==> src/rtl/pci_win_xlat.sv <==
module pci_win_xlat #(
  parameter int IDSEL_LSB     = 13,
  parameter int CFG_SPAN_LOG2 = 20,
  parameter int MAX_DEV       = 18,
  parameter int HOST_SLOT     = 3
) (
  input  logic        clk,
  input  logic        rst_n,
  input  logic        req_valid,
  output logic        req_ready,
  input  logic [31:0] req_addr,
  input  logic        req_write,
  input  logic [2:0]  req_size,
  input  logic [31:0] req_wdata,
  input  logic        cfg_mode,
  input  logic [1:0]  mem_upper,
  output logic        pci_valid,
  input  logic        pci_ready,
  output logic [31:0] pci_addr,
  output logic [3:0]  pci_cmd,
  output logic [3:0]  pci_be,
  output logic [31:0] pci_wdata,
  input  logic        pci_done,
  input  logic        pci_abort,
  input  logic [31:0] pci_rdata,
  output logic        rsp_valid,
  output logic        rsp_err,
  output logic [31:0] rsp_rdata
);

  localparam logic [3:0]  CMD_MRD   = 4'h6;
  localparam logic [3:0]  CMD_MWR   = 4'h7;
  localparam logic [3:0]  CMD_CRD   = 4'hA;
  localparam logic [3:0]  CMD_CWR   = 4'hB;
  localparam logic [4:0]  MAX_DEV_V = 5'(MAX_DEV);
  localparam logic [4:0]  HOST_V    = 5'(HOST_SLOT);
  localparam logic [63:0] CFG_LIMIT = 64'd1 << CFG_SPAN_LOG2;

  typedef enum logic [1:0] {S_IDLE, S_ISSUE, S_WAIT, S_RSP} st_t;
  st_t st;

  wire       in_win = (req_addr[31:30] == 2'b10);
  wire [1:0] off    = req_addr[1:0];
  wire [4:0] dev    = req_addr[15:11];
  wire [2:0] fn     = req_addr[10:8];
  wire [4:0] sh     = {off, 3'b000};

  wire       size_ok = (req_size == 3'd1) || (req_size == 3'd2) || (req_size == 3'd4);
  wire [3:0] span    = {2'b00, off} + {1'b0, req_size};
  wire       fits    = (span <= 4'd4);

  logic [3:0]  be_base;
  logic [31:0] dmask;
  always_comb begin
    case (req_size)
      3'd1:    begin be_base = 4'b0001; dmask = 32'h0000_00FF; end
      3'd2:    begin be_base = 4'b0011; dmask = 32'h0000_FFFF; end
      default: begin be_base = 4'b1111; dmask = 32'hFFFF_FFFF; end
    endcase
  end
  wire [3:0] be_lane = be_base << off;

  wire [5:0]  idsel_pos = 6'(IDSEL_LSB) + {1'b0, dev};
  wire [63:0] cfg_full  = (64'd1 << idsel_pos) | {53'd0, fn, req_addr[7:2], 2'b00};
  wire        cfg_bad   = (dev > MAX_DEV_V) || (cfg_full >= CFG_LIMIT) || (dev == HOST_V);
  wire        reject    = !size_ok || !fits || (cfg_mode && cfg_bad);

  logic [1:0]  r_off;
  logic [31:0] r_mask, r_wdata;
  logic        r_write, r_rmw;
  wire  [4:0]  r_sh   = {r_off, 3'b000};
  wire  [31:0] merged = (pci_rdata & ~(r_mask << r_sh)) | ((r_wdata & r_mask) << r_sh);

  assign req_ready = (st == S_IDLE);
  assign pci_valid = (st == S_ISSUE);
  assign rsp_valid = (st == S_RSP);

  always_ff @(posedge clk) begin
    if (!rst_n) begin
      st        <= S_IDLE;
      pci_addr  <= '0;
      pci_cmd   <= '0;
      pci_be    <= '0;
      pci_wdata <= '0;
      r_off     <= '0;
      r_mask    <= '0;
      r_wdata   <= '0;
      r_write   <= 1'b0;
      r_rmw     <= 1'b0;
      rsp_err   <= 1'b0;
      rsp_rdata <= '0;
    end else begin
      case (st)
        S_IDLE: if (req_valid && in_win) begin
          r_off   <= off;
          r_mask  <= dmask;
          r_wdata <= req_wdata;
          r_write <= req_write;
          if (reject) begin
            rsp_err   <= 1'b1;
            rsp_rdata <= '1;
            st        <= S_RSP;
          end else begin
            rsp_err <= 1'b0;
            st      <= S_ISSUE;
            if (cfg_mode) begin
              pci_addr  <= cfg_full[31:0];
              pci_cmd   <= CMD_CRD;
              pci_be    <= 4'hF;
              pci_wdata <= '0;
              r_rmw     <= req_write;
            end else begin
              pci_addr  <= {mem_upper, req_addr[29:2], 2'b00};
              pci_cmd   <= req_write ? CMD_MWR : CMD_MRD;
              pci_be    <= be_lane;
              pci_wdata <= req_wdata << sh;
              r_rmw     <= 1'b0;
            end
          end
        end
        S_ISSUE: if (pci_ready) st <= S_WAIT;
        S_WAIT: if (pci_done) begin
          if (pci_abort) begin
            rsp_err   <= 1'b1;
            rsp_rdata <= '1;
            r_rmw     <= 1'b0;
            st        <= S_RSP;
          end else if (r_rmw) begin
            r_rmw     <= 1'b0;
            pci_cmd   <= CMD_CWR;
            pci_wdata <= merged;
            st        <= S_ISSUE;
          end else begin
            rsp_err   <= 1'b0;
            rsp_rdata <= r_write ? 32'd0 : ((pci_rdata >> r_sh) & r_mask);
            st        <= S_RSP;
          end
        end
        default: st <= S_IDLE;
      endcase
    end
  end

endmodule

==> config.mk <==
export PLATFORM = sky130hd
export DESIGN_NAME = pci_win_xlat
export DESIGN_NICKNAME = d
export VERILOG_FILES = /design/src/rtl/pci_win_xlat.sv
export SDC_FILE = /design/constraint.sdc
export NUM_CORES = 1
export LEC_CHECK = 0
export CORE_MARGIN = 2
export CORE_UTILIZATION = 35
export CTS_BUF_LIST = sky130_fd_sc_hd__clkbuf_2 sky130_fd_sc_hd__clkbuf_4 sky130_fd_sc_hd__clkbuf_8
export DETAILED_ROUTE_END_ITERATION = 8
export SYNTH_ARGS = -nofsm -noshare
export SYNTH_HDL_FRONTEND = slang
export SYNTH_SLANG_ARGS = --single-unit
export TNS_END_PERCENT = 1
==> constraint.sdc <==
create_clock -name clk -period 3.2 [get_ports clk]
set_input_delay 0.64 -clock clk [delete_from_list [all_inputs] [get_ports clk]]
set_output_delay 0.64 -clock clk [all_outputs]
set_load 0.05 [all_outputs]
==> results.txt <==
----------------------------------------------------
[Run status]
  Result of the run ... completed

[Power]
  VDD IR max ... roughly 0.00022 V
  P_leak ... between 4 and 5 nW
  Power per standard cell area ... 428 mW/mm2

[Place]
  Post-Place Cell Area ... 0.0102 mm2
  I/O Buffers ... about 220
  HPWL after DPL ... between 20000 and 25000 um
  Final RePlAce weighted congestion ... ~0.95

[Timing]
  Max Fclk ... roughly 350 MHz
  Setup violators final ... 0
  Minimum clock period ... ~2.9 ns
  Worst clock skew on the final layout ... approximately 0.013 ns
  Rel. slew slack ... ~28%
  Unrepaired setup endpoints after global routing ... false
  Total count of hold-check failures in the final report ... 0
  Worst-margin pin slew ... 1.08 ns
  Number of slew-limit violations in the final report ... 0
  Share of the clock period used by the worst path after layout ... around nine tenths

[Layout]
  Final Core Density ... approximately half
  Post-route cell area ... roughly 0.011 mm2
  Fraction of final layout cells with drive strength greater than 1 ... 9.06%
  Total inserted antenna cells ... 0
  FF+latch area ... around 0.003 mm2
  Area used by multi-input combinational logic ... between 0.004 and 0.005 mm2
  Most common cell after layout, fill and taps aside ... sky130_fd_sc_hd__clkdlybuf4s50_1
  Area growth, synth to finish ... 39.5%
  Number of fillers in the final layout ... between 2k and 2.5k
  Most frequent cells in the layout ... sky130_fd_sc_hd__clkdlybuf4s50_1 (214), sky130_fd_sc_hd__dfxtp_1 (145), sky130_fd_sc_hd__nand2_1 (128), sky130_fd_sc_hd__a21oi_1 (109), sky130_fd_sc_hd__nor2_1 (59)
  Number of nets in the layout ... about 1.2k

[Global route]
  Antenna violations before repair ... 0
  Combined global-route utilization of all metal layers ... 25.5%
  Via count of the first global-routing pass ... about 8.0k
  Remaining Overflow, GRT ... 0
  Maximum number of pins on one net before global-route repair ... between 70 and 80
  First-pass GRT wire length ... 46200 um

[Die]
  Top-level I/O count ... 217
  Vert. Die Dim ... about 150 um
  Rows ... 54
  Initial core utilization ... between 30% and 40%
  Overall die area ... around 0.023 mm2
  Horizontal die dimension ... around 150 um
  CORE AREA ... between 0.02 and 0.025 mm2

[Yosys]
  Top cell type's share of synthesized area ... a little under two fifths
  Mean instance size in the synthesized netlist ... just over 8 um2
  Combined area of all synthesized cells ... ~0.0076 mm2
  Largest area contributor in the synthesized netlist ... sky130_fd_sc_hd__dfxtp_1
  Number of enable-type register cells in the synthesized netlist ... 0
  Seq cells post-synth ... approximately 150
  Count of yosys warnings during synthesis ... 0
  Top_reg_cell synth ... sky130_fd_sc_hd__dfxtp_1
  Synthesized Nets ... between 1k and 1.5k
  Number of distinct standard cells referenced by the synthesized netlist ... around 60
  Async set-or-reset flop fraction in the synthesized netlist ... 0%
  Share of the yosys chip area belonging to registers ... 38.2%
  Area contributors post-synth ... sky130_fd_sc_hd__dfxtp_1 (38%), sky130_fd_sc_hd__a21oi_1 (7.1%), sky130_fd_sc_hd__mux2i_1 (6.5%), sky130_fd_sc_hd__nand2_1 (6.3%), sky130_fd_sc_hd__o211a_1 (4.5%)
  Post-Syn Instances ... 939

[Critical path]
  Critical Path Sink Type ... flip-flop
  Startpoint type of the worst setup path ... input pin
  Arrival @ worst endpoint ... 3.24 ns
  Path type of the worst setup path ... in2reg
  Delay of the slowest critical-path stage ... 0.48 ns
  Critical path, cell by cell ... clkdlybuf4s50_1 > ha_1 > inv_1 > fa_1 > nand2b_1 > a211o_1 > a2111oi_2 > nor2_2 > buf_12 > o211a_1
  Critical path data required time ... approximately 3.6 ns
  Reg-to-reg slack, setup ... between 0.8 and 0.9 ns
  Largest driver fanout on the critical path ... 32
  Cell type of the slowest stage on the worst timing path ... sky130_fd_sc_hd__clkdlybuf4s50_1

[Clock network]
  CTS-repair resized insts ... 0
  CTS H-tree lvls ... 4
  Maximum count of clock buffers along a single path ... 2
  Num CTS Buffers ... 17
  Setup bufs post-CTS ... 0
  Register clock-pin slew on the reported worst setup and hold paths ... 0.10 ns
  TritonCTS clock tree ... done
  Hold-fix buffers, CTS ... 0
  Insertion delay of the later-clocked pin in the worst-skew pair ... between 0.4 and 0.5 ns
  CTS Root Cell ... sky130_fd_sc_hd__clkbuf_8
  Clock sink count ... ~150

[Route]
  Via density ... approximately 5.6
  Number of violations reported at the end of detailed-routing iteration 0 ... just under 600
  Number of detailed-routing iterations run before antenna repair ... 9
  Number of nets still failing antenna checks after routing ... 0
  Number of vias in the routed layout ... about 8.0k
  WL per Instance ... between 20 and 25 um
  Final routed wirelength across all metal layers ... about 30000 um
  Remaining routing DRC violations ... 0

[Hold path]
  Hold Path Class ... reg2reg

[Run]
  Number of max-capacitance violations reported ... 0

----------------------------------------------------
-- final cells by class --
cell class / count / share of cell area [%]
clock inverter: 15 / 1.74
tap: 280 / 3.28
inverter: 11 / 0.387
clock buffer: 17 / 2.19
multi-input combinational: 692 / 40.4
timing repair buffer: 267 / 24.6
sequential: 146 / 27.4
-- through the flow --
step | worst slack (ns) | hold WS [ns] | total power [mW] | std cells | setup TNS, ns
floorplan | 0.0621 | 0.436 | 2.53 | 939 | 0
global placement | -0.155 | 0.437 | 3.00 | 1396 | -7.25
detailed placement | -0.194 | 0.445 | 3.01 | 1396 | -10.37
CTS | 0.320 | 0.459 | 4.59 | 1428 | 0
global route | 0.217 | 0.475 | 4.73 | 1428 | 0
finish | 0.332 | 0.453 | 4.56 | 1428 | 0
-- cells by family after synthesis --
| logic type | share of synthesized area (%) |
|---|---|
| compound gates | 29.2 |
| xor+xnor | 0.115 |
| fa+ha+maj | 0.589 |
| buf+inv | 5.55 |
| flops | 38.2 |
| mux | 7.72 |
| simple gates | 18.6 |
-- critical path, delay by kind of cell --
family                   cells  cell delay (ns)
buffers and inverters        3             0.71
AND/OR/NAND/NOR              2             0.16
AO/OA/AOI/OAI                3             1.06
adder cells (fa/ha/maj)      2             0.64
-- layer usage --
| metal | GRT usage [%] | share of wire (%) |
|---|---|---|
| met5 | 0 | 0 |
| met3 | 7.30 | 8.4 |
| met1 | 30.5 | 40 |
| met2 | 43.7 | 48 |
| met4 | 8.95 | 2.9 |
-- cell usage after synthesis, types with 20 or more instances --
| cell | count |
|---|---|
| sky130_fd_sc_hd__nor2_1 | 60 |
| sky130_fd_sc_hd__o211a_1 | 34 |
| sky130_fd_sc_hd__nand2_1 | 128 |
| sky130_fd_sc_hd__a21oi_1 | 109 |
| sky130_fd_sc_hd__buf_2 | 21 |
| sky130_fd_sc_hd__a221oi_1 | 26 |
| sky130_fd_sc_hd__dfxtp_1 | 146 |
| sky130_fd_sc_hd__nand3_1 | 22 |
| sky130_fd_sc_hd__o31ai_1 | 40 |
| sky130_fd_sc_hd__nor3_1 | 33 |
| sky130_fd_sc_hd__o21ai_0 | 42 |
| sky130_fd_sc_hd__mux2i_1 | 50 |
| sky130_fd_sc_hd__a211oi_1 | 20 |
| sky130_fd_sc_hd__clkbuf_1 | 57 |
-- power breakdown --
group | switching, mW | internal [mW] | total [mW]
combinational | 0.616 | 0.405 | 1.02
clock | 0.859 | 0.733 | 1.59
sequential | 0.0602 | 1.89 | 1.95
-- path summary, 6_finish.rpt --
path                            depth (start not counted)             to         from
worst max-delay path                                   10  rsp_rdata[21]  req_size[0]
worst min-delay path                                    2    pci_addr[2]  pci_addr[2]
worst max register to register                          5  pci_wdata[11]        st[1]
worst min register to register                          2    pci_addr[2]  pci_addr[2]
-- registers in the layout (all words and copies together), names as in the netlist --
signal and count:
r_mask 3, pci_wdata 32, r_rmw 1, st 2, pci_be 4, rsp_err 1
r_off 2, pci_addr 32, rsp_rdata 32, r_wdata 32, pci_cmd 4, r_write 1
(Power assumes the default switching activity.)
